--- src/rtl/tlb_pkg.sv ---
package tlb_pkg;
  // Decoded flush command, in priority order.
  typedef enum logic [1:0] {
    FL_NONE      = 2'd0,
    FL_ALL       = 2'd1,
    FL_NONGLOBAL = 2'd2,
    FL_ONE       = 2'd3
  } flush_e;
endpackage

--- src/rtl/tlb_match.sv ---
module tlb_match #(
  parameter int ENTRIES = 8,
  parameter int VPN_W   = 20,
  parameter int ASN_W   = 8
) (
  input  logic [ENTRIES-1:0] e_valid,
  input  logic [ENTRIES-1:0] e_glob,
  input  logic [VPN_W-1:0]   e_tag [ENTRIES],
  input  logic [ASN_W-1:0]   e_asn [ENTRIES],
  input  logic [VPN_W-1:0]   q_vpn,
  input  logic [ASN_W-1:0]   q_asn,
  output logic [ENTRIES-1:0] match_vec
);
  // One comparator per slot: tag equal, and global or identifier equal.
  for (genvar e = 0; e < ENTRIES; e++) begin : g_cmp
    assign match_vec[e] = e_valid[e] && (e_tag[e] == q_vpn) &&
                          (e_glob[e] || (e_asn[e] == q_asn));
  end
endmodule

--- src/rtl/tlb_repl_ptr.sv ---
module tlb_repl_ptr #(
  parameter int ENTRIES = 8,
  localparam int IDX_W  = $clog2(ENTRIES)
) (
  input  logic             clk,
  input  logic             rst,
  input  logic             clear,
  input  logic             step,
  output logic [IDX_W-1:0] ptr
);
  localparam logic [IDX_W-1:0] LAST = IDX_W'(ENTRIES - 1);

  always_ff @(posedge clk) begin
    if (rst || clear)
      ptr <= '0;
    else if (step)
      ptr <= (ptr == LAST) ? '0 : ptr + 1'b1;
  end
endmodule

--- src/rtl/tlb_hit_cache.sv ---
module tlb_hit_cache #(
  parameter int ENTRIES = 8,
  parameter int SLOTS   = 3,
  localparam int IDX_W  = $clog2(ENTRIES)
) (
  input  logic               clk,
  input  logic               rst,
  input  logic               clear,
  input  logic               lookup,
  input  logic [ENTRIES-1:0] match_vec,
  output logic               hit,
  output logic [IDX_W-1:0]   hit_idx,
  output logic [SLOTS-1:0]   slot_valid
);
  logic [IDX_W-1:0] slot_idx [SLOTS];
  logic [SLOTS-1:0] slot_hit;
  logic             cache_hit;
  logic [IDX_W-1:0] cache_idx;
  logic             array_hit;
  logic [IDX_W-1:0] array_idx;
  logic             promote;

  // A record counts only if the slot it names still matches.
  for (genvar s = 0; s < SLOTS; s++) begin : g_slot
    assign slot_hit[s] = slot_valid[s] && match_vec[slot_idx[s]];
  end

  // Slot 0 is the most recent, so it is checked first.
  always_comb begin
    cache_hit = 1'b0;
    cache_idx = '0;
    for (int s = SLOTS - 1; s >= 0; s--) begin
      if (slot_hit[s]) begin
        cache_hit = 1'b1;
        cache_idx = slot_idx[s];
      end
    end
  end

  // Priority encoder: the lowest matching index wins.
  always_comb begin
    array_hit = |match_vec;
    array_idx = '0;
    for (int e = ENTRIES - 1; e >= 0; e--) begin
      if (match_vec[e]) array_idx = IDX_W'(e);
    end
  end

  assign hit     = cache_hit || array_hit;
  assign hit_idx = cache_hit ? cache_idx : array_idx;
  assign promote = lookup && !cache_hit && array_hit;

  always_ff @(posedge clk) begin
    if (rst || clear) begin
      slot_valid <= '0;
    end else if (promote) begin
      slot_valid  <= {slot_valid[SLOTS-2:0], 1'b1};
      slot_idx[0] <= array_idx;
      for (int s = 1; s < SLOTS; s++) slot_idx[s] <= slot_idx[s-1];
    end
  end
endmodule

--- src/rtl/asn_tlb.sv ---
module asn_tlb
  import tlb_pkg::*;
#(
  parameter int ENTRIES   = 8,
  parameter int VPN_W     = 20,
  parameter int PPN_W     = 20,
  parameter int ASN_W     = 8,
  parameter int MODE_W    = 4,
  parameter int HIT_SLOTS = 3,
  localparam int IDX_W    = $clog2(ENTRIES)
) (
  input  logic              clk,
  input  logic              rst,
  input  logic              lk_req,
  input  logic [VPN_W-1:0]  lk_vpn,
  input  logic [ASN_W-1:0]  lk_asn,
  output logic              lk_done,
  output logic              lk_hit,
  output logic [IDX_W-1:0]  lk_index,
  output logic [PPN_W-1:0]  lk_ppn,
  output logic              lk_global,
  output logic [MODE_W-1:0] lk_rd_mask,
  output logic [MODE_W-1:0] lk_wr_mask,
  output logic              lk_fault_rd,
  output logic              lk_fault_wr,
  input  logic              ins_req,
  input  logic [VPN_W-1:0]  ins_vpn,
  input  logic [PPN_W-1:0]  ins_ppn,
  input  logic [ASN_W-1:0]  ins_asn,
  input  logic              ins_global,
  input  logic [MODE_W-1:0] ins_rd_mask,
  input  logic [MODE_W-1:0] ins_wr_mask,
  input  logic              ins_fault_rd,
  input  logic              ins_fault_wr,
  input  logic              idx_req,
  input  logic              idx_advance,
  output logic              rd_done,
  output logic [IDX_W-1:0]  rd_index,
  output logic              rd_valid,
  output logic [VPN_W-1:0]  rd_vpn,
  output logic [PPN_W-1:0]  rd_ppn,
  output logic [ASN_W-1:0]  rd_asn,
  output logic              rd_global,
  input  logic              fl_all,
  input  logic              fl_nonglobal,
  input  logic              fl_one,
  input  logic [VPN_W-1:0]  fl_vpn,
  input  logic [ASN_W-1:0]  fl_asn
);
  // Slot storage: valid and global bits in flops, payload as arrays.
  logic [ENTRIES-1:0] e_valid;
  logic [ENTRIES-1:0] e_glob;
  logic [ENTRIES-1:0] e_frd;
  logic [ENTRIES-1:0] e_fwr;
  logic [VPN_W-1:0]   e_tag [ENTRIES];
  logic [PPN_W-1:0]   e_ppn [ENTRIES];
  logic [ASN_W-1:0]   e_asn [ENTRIES];
  logic [MODE_W-1:0]  e_rd  [ENTRIES];
  logic [MODE_W-1:0]  e_wr  [ENTRIES];

  logic [ENTRIES-1:0]   lk_match;
  logic [ENTRIES-1:0]   fl_match;
  logic [IDX_W-1:0]     repl_ptr;
  logic [HIT_SLOTS-1:0] hit_slot_valid;
  logic                 sel_hit;
  logic [IDX_W-1:0]     sel_idx;
  flush_e               fcmd;
  logic                 any_flush;
  logic                 do_insert;
  logic                 ptr_step;

  always_comb begin
    if (fl_all)            fcmd = FL_ALL;
    else if (fl_nonglobal) fcmd = FL_NONGLOBAL;
    else if (fl_one)       fcmd = FL_ONE;
    else                   fcmd = FL_NONE;
  end

  assign any_flush = (fcmd != FL_NONE);
  assign do_insert = ins_req && !any_flush;
  assign ptr_step  = do_insert || (idx_req && idx_advance);

  tlb_match #(.ENTRIES(ENTRIES), .VPN_W(VPN_W), .ASN_W(ASN_W)) u_lk_match (
    .e_valid  (e_valid),
    .e_glob   (e_glob),
    .e_tag    (e_tag),
    .e_asn    (e_asn),
    .q_vpn    (lk_vpn),
    .q_asn    (lk_asn),
    .match_vec(lk_match)
  );

  tlb_match #(.ENTRIES(ENTRIES), .VPN_W(VPN_W), .ASN_W(ASN_W)) u_fl_match (
    .e_valid  (e_valid),
    .e_glob   (e_glob),
    .e_tag    (e_tag),
    .e_asn    (e_asn),
    .q_vpn    (fl_vpn),
    .q_asn    (fl_asn),
    .match_vec(fl_match)
  );

  tlb_repl_ptr #(.ENTRIES(ENTRIES)) u_ptr (
    .clk  (clk),
    .rst  (rst),
    .clear(fcmd == FL_ALL),
    .step (ptr_step),
    .ptr  (repl_ptr)
  );

  tlb_hit_cache #(.ENTRIES(ENTRIES), .SLOTS(HIT_SLOTS)) u_hit_cache (
    .clk       (clk),
    .rst       (rst),
    .clear     (do_insert || any_flush),
    .lookup    (lk_req),
    .match_vec (lk_match),
    .hit       (sel_hit),
    .hit_idx   (sel_idx),
    .slot_valid(hit_slot_valid)
  );

  // Valid and global bits: flush commands first, then insert.
  always_ff @(posedge clk) begin
    for (int e = 0; e < ENTRIES; e++) begin
      if (rst) begin
        e_valid[e] <= 1'b0;
        e_glob[e]  <= 1'b0;
      end else begin
        unique case (fcmd)
          FL_ALL:       e_valid[e] <= 1'b0;
          FL_NONGLOBAL: if (!e_glob[e]) e_valid[e] <= 1'b0;
          FL_ONE:       if (fl_match[e]) e_valid[e] <= 1'b0;
          default: begin
            if (do_insert && (repl_ptr == IDX_W'(e))) begin
              e_valid[e] <= 1'b1;
              e_glob[e]  <= ins_global;
            end
          end
        endcase
      end
    end
  end

  // Payload: single write port at the replacement pointer, no reset.
  always_ff @(posedge clk) begin
    if (do_insert) begin
      e_tag[repl_ptr] <= ins_vpn;
      e_ppn[repl_ptr] <= ins_ppn;
      e_asn[repl_ptr] <= ins_asn;
      e_rd[repl_ptr]  <= ins_rd_mask;
      e_wr[repl_ptr]  <= ins_wr_mask;
      e_frd[repl_ptr] <= ins_fault_rd;
      e_fwr[repl_ptr] <= ins_fault_wr;
    end
  end

  // Registered lookup result.
  always_ff @(posedge clk) begin
    if (rst) begin
      lk_done     <= 1'b0;
      lk_hit      <= 1'b0;
      lk_index    <= '0;
      lk_ppn      <= '0;
      lk_global   <= 1'b0;
      lk_rd_mask  <= '0;
      lk_wr_mask  <= '0;
      lk_fault_rd <= 1'b0;
      lk_fault_wr <= 1'b0;
    end else begin
      lk_done <= lk_req;
      lk_hit  <= lk_req && sel_hit;
      if (lk_req) begin
        lk_index    <= sel_hit ? sel_idx : '0;
        lk_ppn      <= sel_hit ? e_ppn[sel_idx] : '0;
        lk_global   <= sel_hit && e_glob[sel_idx];
        lk_rd_mask  <= sel_hit ? e_rd[sel_idx] : '0;
        lk_wr_mask  <= sel_hit ? e_wr[sel_idx] : '0;
        lk_fault_rd <= sel_hit && e_frd[sel_idx];
        lk_fault_wr <= sel_hit && e_fwr[sel_idx];
      end
    end
  end

  // Registered index read of the slot at the pointer.
  always_ff @(posedge clk) begin
    if (rst) begin
      rd_done   <= 1'b0;
      rd_index  <= '0;
      rd_valid  <= 1'b0;
      rd_vpn    <= '0;
      rd_ppn    <= '0;
      rd_asn    <= '0;
      rd_global <= 1'b0;
    end else begin
      rd_done <= idx_req;
      if (idx_req) begin
        rd_index  <= repl_ptr;
        rd_valid  <= e_valid[repl_ptr];
        rd_vpn    <= e_tag[repl_ptr];
        rd_ppn    <= e_ppn[repl_ptr];
        rd_asn    <= e_asn[repl_ptr];
        rd_global <= e_glob[repl_ptr];
      end
    end
  end
endmodule

--- config.mk ---
export PLATFORM = sky130hd
export DESIGN_NAME = asn_tlb
export DESIGN_NICKNAME = d
export VERILOG_FILES = /design/src/rtl/tlb_pkg.sv /design/src/rtl/tlb_match.sv /design/src/rtl/tlb_repl_ptr.sv /design/src/rtl/tlb_hit_cache.sv /design/src/rtl/asn_tlb.sv
export SDC_FILE = /design/constraint.sdc
export NUM_CORES = 1
export LEC_CHECK = 0
export ABC_CLOCK_PERIOD_IN_PS = 5900
export CAP_MARGIN = 20
export CORE_AREA = 2 2 346 348
export DETAILED_ROUTE_END_ITERATION = 8
export DIE_AREA = 0 0 348 350
export GPL_ROUTABILITY_DRIVEN = 0
export GPL_TIMING_DRIVEN = 1
export PLACE_DENSITY = 0.49
export SLEW_MARGIN = 20
export SYNTH_ARGS = -nofsm -noshare
export SYNTH_HDL_FRONTEND = slang
export SYNTH_HIERARCHICAL = 1
export SYNTH_SLANG_ARGS = --single-unit
--- constraint.sdc ---
create_clock -name clk -period 5.9 [get_ports clk]
set_clock_uncertainty 0.05 [all_clocks]
set_input_delay 1.18 -clock clk [delete_from_list [all_inputs] [get_ports clk]]
set_output_delay 1.18 -clock clk [all_outputs]
set_load 0.1 [all_outputs]
* Yosys cells after proc, flatten, opt, wreduce, memory -nomap -nowiden
Memory sizes are Yosys's and may differ from the RTL's. A register that Yosys moved wholly into a read port is not among the register bits.
Cells that the tools add are included.
Widths: inputs -> output; s select.
** Cells by class
- Add/sub/neg operators :: 1
- Order comparisons :: 8
- Eq/ne operators :: 58
- Multiplexer cells :: 92
- Bitwise gates (word level) :: 2
- Reduce and logical (&&, ||, !) cells :: 104
** Operator list (number)
- $eq 20x20->1 :: 16
- $bwmux 160 :: 1
- $eq 8x8->1 :: 16
- $mux 20 :: 4
- $bwmux 64 :: 1
- $bmux 20 s3 :: 1
- $demux 20 s3 :: 1
- $logic_and 1x1->1 :: 53
- $mux 3 :: 14
- $mux 1 :: 41
- $ne 2x2->1 const B :: 16
- $reduce_bool 4->1 :: 8
- $bmux 1 s3 :: 8
- $bmux 8 s3 :: 1
- $demux 8 s3 :: 1
- $mux 8 :: 3
- $pmux 1 s3 :: 8
- $reduce_and 3->1 :: 8
- $logic_or 1x1->1 :: 21
- $lt 3x4->1 const B :: 5
- $bwmux 8 :: 2
- $reduce_and 2->1 :: 8
- $eq 3x3->1 const B :: 4
- $mux 4 :: 2
- other kinds (17) :: 22
** Word-level totals
- Register bits after elaboration :: 332
- RAM bits :: 233
- Input port bits :: 124
- Logic and storage cells :: 320
- Memories :: 4
** Memory list
- e_ppn :: depth 8, bits a word 20, read ports 2, clocked after memory_dff 1, write ports 1, line asn_tlb.sv:56 : logic [PPN_W-1:0] e_ppn [ENTRIES];
- e_rd :: depth 8, bits a word 4, read ports 1, clocked after memory_dff 0, write ports 1, line asn_tlb.sv:58 : logic [MODE_W-1:0] e_rd [ENTRIES];
- e_wr :: depth 8, bits a word 4, read ports 1, clocked after memory_dff 0, write ports 1, line asn_tlb.sv:59 : logic [MODE_W-1:0] e_wr [ENTRIES];
- u_hit_cache.slot_idx :: depth 3, bits a word 3, read ports 3, clocked after memory_dff 0, write ports 3, line tlb_hit_cache.sv:15 : logic [IDX_W-1:0] slot_idx [SLOTS];

* Depth between registers and ports, before layout
Gate-level depths: netlist of the first run.
- Depth after elaboration :: 15
- Mapped depth :: 19
- Depth with buffers taken out :: 13

* By module
Netlist of the first run, hierarchy kept.
** Modules (own cells, without submodules)
- asn_tlb :: times used 1, cells an instance 1446, area each 23040.8 um^2
- tlb_match :: times used 2, cells an instance 342, area each 2610.0 um^2
- tlb_hit_cache :: times used 1, cells an instance 90, area each 935.9 um^2
- tlb_repl_ptr :: times used 1, cells an instance 12, area each 142.6 um^2

* Least setup slack after synthesis of the first run
No wires, ideal clock.
- Kind :: in2reg
- From :: input port lk_vpn[13]
- To :: register lk_ppn[10]
- Setup time :: 128 ps
- Arrival time :: 4900 ps
- Required time :: 5722 ps
- Path slack :: 822 ps
- Cell stages on the path :: 17
- Buffers on the path :: 4
- Cell sequence :: clkbuf_1 -> xor2_1 -> nor4_1 -> nand4_1 -> nor3_1 -> mux4_2 -> a2bb2oi_1 -> nand2_1 -> nand3_2 -> mux2i_1 -> clkbuf_1 -> clkbuf_1 -> buf_2 -> mux2i_1 -> nand3_1 -> a32oi_1 -> nor2_1
** On the way
- Elaborated cells between the ends (all ways) :: 52
- Classes of those cells :: eq/ne (8); mux (22); reduce/logical (21); memory (1)
** RTL lines
- start, declared :: line asn_tlb.sv:15 : input logic [VPN_W-1:0] lk_vpn,
- $eq 20x20->1 * :: line tlb_match.sv:16 : assign match_vec[e] = e_valid[e] && (e_tag[e] == q_vpn) &&
- $logic_and 1x1->1 * (2 in series) :: line tlb_match.sv:16
- named net lk_match[6] :: line asn_tlb.sv:61 : logic [ENTRIES-1:0] lk_match;
- $mux 3 (7 in series) :: line tlb_hit_cache.sv:45 : if (match_vec[e]) array_idx = IDX_W'(e);
- $mux 3 * :: line tlb_hit_cache.sv:50 : assign hit_idx = cache_hit ? cache_idx : array_idx;
- named net sel_idx[0] :: line asn_tlb.sv:66 : logic [IDX_W-1:0] sel_idx;
- $mem_v2 8x20 *
- $mux 20 * :: line asn_tlb.sv:174 : lk_ppn <= sel_hit ? e_ppn[sel_idx] : '0;
- end signal, assigned :: line asn_tlb.sv:174
- end, declared :: line asn_tlb.sv:20 : output logic [PPN_W-1:0] lk_ppn,
The timed path passes the listed nets; every way through them passes the cells marked *. The select of a mux whose other input is x is not followed.
A chain may end at the register's enable or synchronous reset.

* Worst setup path in the final report of the first run
- From :: input port lk_vpn[13]
- To :: register lk_wr_mask[3]
** On the way
- Elaborated cells between the ends (all ways) :: 52
- Classes of those cells :: eq/ne (8); mux (22); reduce/logical (21); memory (1)
** RTL lines
- $eq 20x20->1 * :: line tlb_match.sv:16
- $logic_and 1x1->1 * (2 in series) :: line tlb_match.sv:16
- named net lk_match[6] :: line asn_tlb.sv:61
- $mux 3 (7 in series) :: line tlb_hit_cache.sv:45
- $mux 3 * :: line tlb_hit_cache.sv:50
- named net sel_idx[0] :: line asn_tlb.sv:66
- $mem_v2 8x4 *
- $mux 4 * :: line asn_tlb.sv:177 : lk_wr_mask <= sel_hit ? e_wr[sel_idx] : '0;
- end signal, assigned :: line asn_tlb.sv:177
- end, declared :: line asn_tlb.sv:23 : output logic [MODE_W-1:0] lk_wr_mask,
Marked as above.

==> impl_metrics.py, run 1 <==
metrics = {
    "global_route": {
        "grt_max_degree": 153,
        "grt_pass1_vias": 20900,
        "grt_usage": 0.172,
        "grt_pass1_wl_mm": 152,
        "grt_overflow": 0,
        "antenna_found_initial": 8,
    },
    "die": {
        "io_pins": 214,
        "die_y_um": 350,
        "rows": 126,
        "start_util": 0.249,
        "core-area_um2": 118000,
        "die_w_um": 348,
        "die-area_um2": 122000,
    },
    "logic_synthesis": {
        "synth_edf_count": 473,
        "synthAdderAreaFrac": 0.000853,
        "synth_top_area_frac": 0.484,
        "synth_seq_cells": 585,
        "synth_top_area_cell": "edfxtp_1",
        "synth_compound_area_frac": 0.0637,
        "synth_top_family_by_area": "XOR/XNOR gates",
        "synth_area_um2": 29300,
        "synth-simple-area-share": 0.0861,
        "avgSynthCellArea_um2": 13.1,
        "synth_mux_area_frac": 0.130,
        "synth_common_cells": "473 x edfxtp_1, 428 x xor2_1, 183 x mux2i_1",
        "ys_dominant_reg_cell": "edfxtp_1",
        "ys_types": 59,
        "ys_warn_count": 6,
        "yosysMostFrequentCell": "edfxtp_1",
        "syn_nets": 2358,
        "yosysSeqAreaShare": 0.561,
        "synth_xor_xnor_area_share": 0.132,
        "synth.area.top_cells": "edfxtp_1 48%, xor2_1 13%, dfxtp_1 7.6%",
        "async_flop_share": 0,
        "syn_inst": 2232,
    },
    "placed_design": {
        "placed_cells": 3937,
        "port_buffers": 213,
        "dpl.hpwl_mm": 73.6,
    },
    "critical_path": {
        "cp_data_required_time_ns": 6.33,
        "end_kind": "flip-flop",
        "crit_arrival_ns": 5.71,
        "cp_max_fo": 12,
        "startpoint_type": "input port",
        "path_class": "input port to flip-flop",
    },
    "routing": {
        "final_antenna_net_count": 0,
        "drc_errors": 0,
        "drt_pass1_iterations": 5,
        "post_drt_wl_per_cell_um": 26.4,
        "viasPerCell": 4.99,
        "vias": 20300,
        "drt_iter0_markers": 1853,
        "wl_mm": 108,
    },
    "cts": {
        "post_cts_resized": 0,
        "cts_tree": "done",
        "clock_sinks": 585,
        "cts_buffers": 73,
        "cts_root_buf": "clkbuf_16",
        "clock_latency_ns": 0.64,
        "hold_buffers": 0,
        "h-tree-depth": 3,
        "clockBufferDepth": 3,
        "cts.clk_slew.worst_paths_ns": 0.06,
        "post_cts.repair.setup_buffers": 0,
    },
    "power": {
        "p_seq_frac": 0.458,
        "power-per-cell-area_nw_per_um2": 272,
        "leakage_nw": 11.9,
        "p_sw_frac": 0.242,
        "p_switching_mw": 2.38,
        "p_comb_frac": 0.079,
        "p_int_mw": 7.47,
        "irDropWorstVdd_uv": 252,
        "pwr-share-clk": 0.463,
    },
    "run": {
        "maxCapViolations": 0,
    },
    "outcome": {
        "outcome": "finished clean",
    },
    "finish": {
        "drive_above_1_share": 0.162,
        "fin_cells": 4074,
        "area_delta_synth_final_pct": 23.6,
        "final_nets": 2602,
    },
    "sta": {
        "finalMaxSlewViolations": 0,
        "post-route-min-period_ns": 5.28,
        "hold_viol_final": 0,
        "rsz0062_at_grt": "false",
        "setup-tns-final_ns": 0,
        "period_share": 0.896,
        "slew_headroom": 0.213,
        "finalSetupViolCount": 0,
        "worstMarginPinSlew_ns": 1.18,
        "clock.fmax_mhz": 189,
    },
    "hold_path": {
        "hp-class": "flip-flop to flip-flop",
    },
}
==> routing by layer <==
metal  part of all wire  global-route usage  vias to the layer above
li1                   -                   -                     8941
met1               0.43               0.225                    10400
met2               0.46               0.279                      795
met3              0.064              0.0335                      206
met4              0.042              0.0733                       12
met5            0.00067                   0                        -
==> flip-flops by register name, summed over array words and instances, names as in the netlist, 9 cells and up <==
register              flops
e_ppn                   160
e_asn                    64
rd_ppn                   20
lk_ppn                   20
e_tag                   160
e_wr                     32
rd_vpn                   20
u_hit_cache/slot_idx      9
e_rd                     32
==> cells by family (layout without fill, tap and decap cells) <==
family / count (synthesis) / in the layout
AND/OR/NAND/NOR: 453 / 453
flip-flops: 585 / 585
XOR/XNOR: 442 / 442
other: 0 / 2
adder cells (fa/ha/maj): 2 / 2
AO/OA/AOI/OAI: 248 / 248
multiplexers: 323 / 323
buffers and inverters: 179 / 483
==> power by group through the flow <==
stage / clock, mW / sequential (mW) / combinational [mW]
floorplan: 0 / 4.77 / 0.285
global placement: 0 / 4.60 / 0.772
detailed placement: 0 / 4.60 / 0.775
CTS: 4.69 / 4.51 / 0.779
global route: 4.84 / 4.51 / 0.816
finish: 4.56 / 4.51 / 0.780
==> critical path: stages <==
cell	delay [ns]
clkdlybuf4s50_1	0.77
xor2_1	0.32
nor4_1	0.52
nand4_1	0.28
nor3_1	0.26
buf_4	0.20
mux4_2	0.27
a2bb2oi_1	0.23
buf_4	0.16
a21boi_0	0.08
o22ai_1	0.25
mux2i_4	0.12
buf_12	0.19
buf_12	0.16
buf_4	0.14
mux2i_1	0.16
nand3_1	0.10
a32oi_1	0.22
nor2_1	0.06
==> cells in the final DEF (no fill, tap or decap), types with 7 or more instances in the layout <==
master	n
mux4_2	35
nand3_1	51
a211oi_1	50
a21oi_1	38
mux2i_1	181
clkbuf_1	15
clkinv_2	16
edfxtp_1	473
buf_12	15
nand3b_1	32
bufinv_16	7
nand4_1	16
o22ai_1	55
xor2_1	428
buf_4	113
a32oi_1	31
nor4_1	103
inv_1	9
xnor2_1	14
a221o_1	50
mux2_2	105
dfxtp_1	111
nor2_1	110
clkdlybuf4s50_1	206
nand2b_1	36
nand2_1	42
clkbuf_16	76
nor3_1	33
==> final timing paths <==
path                                             endpoint  cells past startpoint                      start  slack (ns)
worst max-delay path                        lk_wr_mask[3]                     19                 lk_vpn[13]        0.62
worst min-delay path            u_hit_cache/slot_valid[1]                      2  u_hit_cache/slot_valid[0]        0.43
worst max register to register              lk_wr_mask[3]                     18                   e_tag[4]        1.53
worst min register to register  u_hit_cache/slot_valid[1]                      2  u_hit_cache/slot_valid[0]        0.43
==> layout make-up <==
| cell class | count | area (µm²) |
|---|---|---|
| Sequential cell | 585 | 16400 |
| Clock buffer | 95 | 2010 |
| Inverter | 13 | 53.8 |
| Fill cell | 11600 | 81500 |
| Multi-Input combinational cell | 1468 | 12200 |
| Timing Repair Buffer | 335 | 3220 |
| Antenna cell | 2 | 5.00 |
| Clock inverter | 40 | 428 |
| Tap cell | 1536 | 1920 |
==> metrics by stage <==
| stage | hold slack (ns) | power [mW] | setup WS, ns | cell area, µm² | utilization |
|---|---|---|---|---|---|
| 2_1_floorplan | 0.385 | 5.05 | 0.822 | 29300 | - |
| 3_3_place_gp | 0.399 | 5.37 | -0.0413 | 33800 | 0.287 |
| 3_5_place_dp | 0.404 | 5.37 | -0.0347 | 33800 | 0.287 |
| 4_1_cts | 0.421 | 9.98 | 0.611 | 36200 | 0.308 |
| 5_1_grt | 0.450 | 10.2 | 0.438 | 36200 | 0.308 |
| 6_report | 0.427 | 9.86 | 0.615 | 36200 | 0.308 |
No activity file was read; power rests on OpenSTA's default activity.
==> run 2: changes to the inputs <==
PLACE_DENSITY = 0.45   (was 0.49)
==> run 2 against run 1 <==
Net effect:
- sequential cell count stayed put
- fmax is 4.7% lower
- routed wire length is essentially flat
- die area did not move
- sequential share of layout area increased by 0.17 points
- total power fell by 1.5%
- hold slack worse by 0.0028 ns
- sequential power hardly changed
- register-to-register slack worse by 0.23 ns
- utilization is 0.12 points lower
- setup slack got worse by 0.26 ns
- count of clock-buffer cells in the layout is 1 higher
==> impl_metrics.py, run 2 (synthesized netlist as in run 1, its figures left out) <==
metrics = {
    "outcome": {
        "outcome": "finished clean",
    },
    "hold_path": {
        "hp-class": "flip-flop to flip-flop",
        "holdPathStages": 2,
    },
    "critical_path": {
        "path_class": "input port to flip-flop",
        "startpoint_type": "input port",
        "critPathMostFrequentCell": "buf_4",
        "crit_arrival_ns": 5.97,
        "crit_chain": "clkdlybuf4s50_1, xor2_1, nor4_1, buf_4, nand4_1, nor3_1, buf_4, mux4_2, a2bb2oi_1, nand2_1, nand3_2, mux2i_4, buf_4, buf_4, mux2i_1, nand3_1, a32oi_1, nor2_1",
        "rr_worst_depth": 17,
        "cpMaxStageDelayCell": "clkdlybuf4s50_1",
        "cp_max_fo": 17,
        "cp_data_required_time_ns": 6.33,
        "end_kind": "flip-flop",
        "cp_slowest_stage_delay_ns": 0.81,
    },
    "die": {
        "io_pins": 214,
        "die-area_um2": 122000,
        "die_y_um": 350,
        "die_w_um": 348,
        "core-area_um2": 118000,
        "rows": 126,
        "start_util": 0.249,
    },
    "global_route": {
        "top_usage_layer": "met2",
        "use_met3": 0.0391,
        "grt_max_degree": 76,
        "grt_pass1_vias": 20800,
        "met2_usage": 0.288,
        "grtUsageMet1": 0.224,
        "grt_pass1_wl_mm": 152,
        "grt_overflow": 0,
        "antenna_found_initial": 6,
        "grt_usage": 0.174,
    },
    "cts": {
        "cts.clk_slew.worst_paths_ns": 0.06,
        "cts_tree": "done",
        "post_cts_resized": 0,
        "cts_buffers": 73,
        "clockBufferDepth": 3,
        "clock_sinks": 585,
        "h-tree-depth": 3,
        "hold_buffers": 0,
        "post_cts.repair.setup_buffers": 0,
        "cts_root_buf": "clkbuf_16",
        "clock_latency_ns": 0.64,
    },
    "sta": {
        "hold_viol_final": 0,
        "whs_ns": 0.424,
        "rsz0062_at_grt": "false",
        "post-route-min-period_ns": 5.54,
        "finalSetupViolCount": 0,
        "clock.fmax_mhz": 180,
        "period_share": 0.940,
        "finalMaxSlewViolations": 0,
        "worstMarginPinSlew_ns": 1.07,
        "slew_headroom": 0.284,
    },
    "finish": {
        "post-route-util": 0.307,
        "reg_top3": "e_ppn: 160 flops, e_tag: 160 flops, e_asn: 64 flops",
        "area_delta_synth_final_pct": 23.1,
        "drive_above_1_share": 0.157,
        "layout_commonest_cell": "edfxtp_1",
        "final_nets": 2595,
        "fillCellCount": 11700,
        "layout_common_cells": "473 x edfxtp_1, 428 x xor2_1, 209 x clkdlybuf4s50_1",
    },
    "power": {
        "irDropWorstVdd_uv": 182,
        "total_power_mw": 9.71,
        "power-per-cell-area_nw_per_um2": 269,
        "leakage_nw": 11.8,
    },
    "routing": {
        "viasPerCell": 4.89,
        "drt_pass1_iterations": 5,
        "post_drt_wl_per_cell_um": 26.5,
        "drc_errors": 0,
        "wl_mm": 108,
        "final_antenna_net_count": 0,
        "drt_iter0_markers": 1719,
        "vias": 19900,
    },
    "placed_design": {
        "port_buffers": 213,
        "dpl.hpwl_mm": 74.4,
    },
    "run": {
        "maxCapViolations": 0,
    },
}
## run 2: cell count changes in the layout (fill, tap and decap cells not counted), moves of 2 or more
cell | previous run | this run
buf_4 | 113 | 103
bufinv_16 | 7 | 4
clkdlybuf4s50_1 | 206 | 209
clkinv_1 | 6 | 9
clkinv_2 | 16 | 13
clkinvlp_4 | 3 | 5
inv_6 | 4 | 2
## run 2: report_power, final
part           internal [mW]  switching, mW
Sequential              4.49         0.0256
Combinational          0.247          0.523
Clock                   2.59           1.84
Total                   7.32           2.38
## run 2: through the flow
stage                     std cells  setup slack, ns  instance area, µm²  setup TNS, ns
final                          4065            0.356               36100              0
after global routing           4064            0.230               36100              0
after CTS                      4063            0.436               36100              0
after detailed placement       3930           -0.234               33800          -5.34
after global placement         3930           -0.212               33800          -4.34
after floorplan                2232            0.822               29300              0
## run 2: final cells by class
type,count,area (µm²),area share
diodes,2,5.00,0.000139
clock buffers,96,2010,0.0555
clock inverters,37,349,0.00967
inverters,13,53.8,0.00149
multi-input cells,1468,12200,0.337
flip-flops and latches,585,16400,0.455
well taps,1536,1920,0.0532
repair buffers,328,3170,0.0878
## run 2: critical path: cells and delay by family
family          cells  cell delay (ns)
buf+inv             5             1.79
simple gates        7             1.45
mux                 3             0.72
compound gates      2             0.56
xor+xnor            1             0.23
## run 2: layer usage
| metal | vias to the layer above | share of wire |
|---|---|---|
| li1 | 8908 | - |
| met1 | 10200 | 0.43 |
| met2 | 643 | 0.47 |
| met3 | 152 | 0.061 |
| met4 | 10 | 0.031 |
| met5 | - | 0.00069 |
## run 2: final timing paths
kind	start	end	slack, ns
max	lk_vpn[13]	lk_ppn[4]	0.36
min	u_hit_cache/slot_valid[0]	u_hit_cache/slot_valid[1]	0.42
max reg2reg	e_tag[33]	lk_ppn[4]	1.30
min reg2reg	u_hit_cache/slot_valid[0]	u_hit_cache/slot_valid[1]	0.42
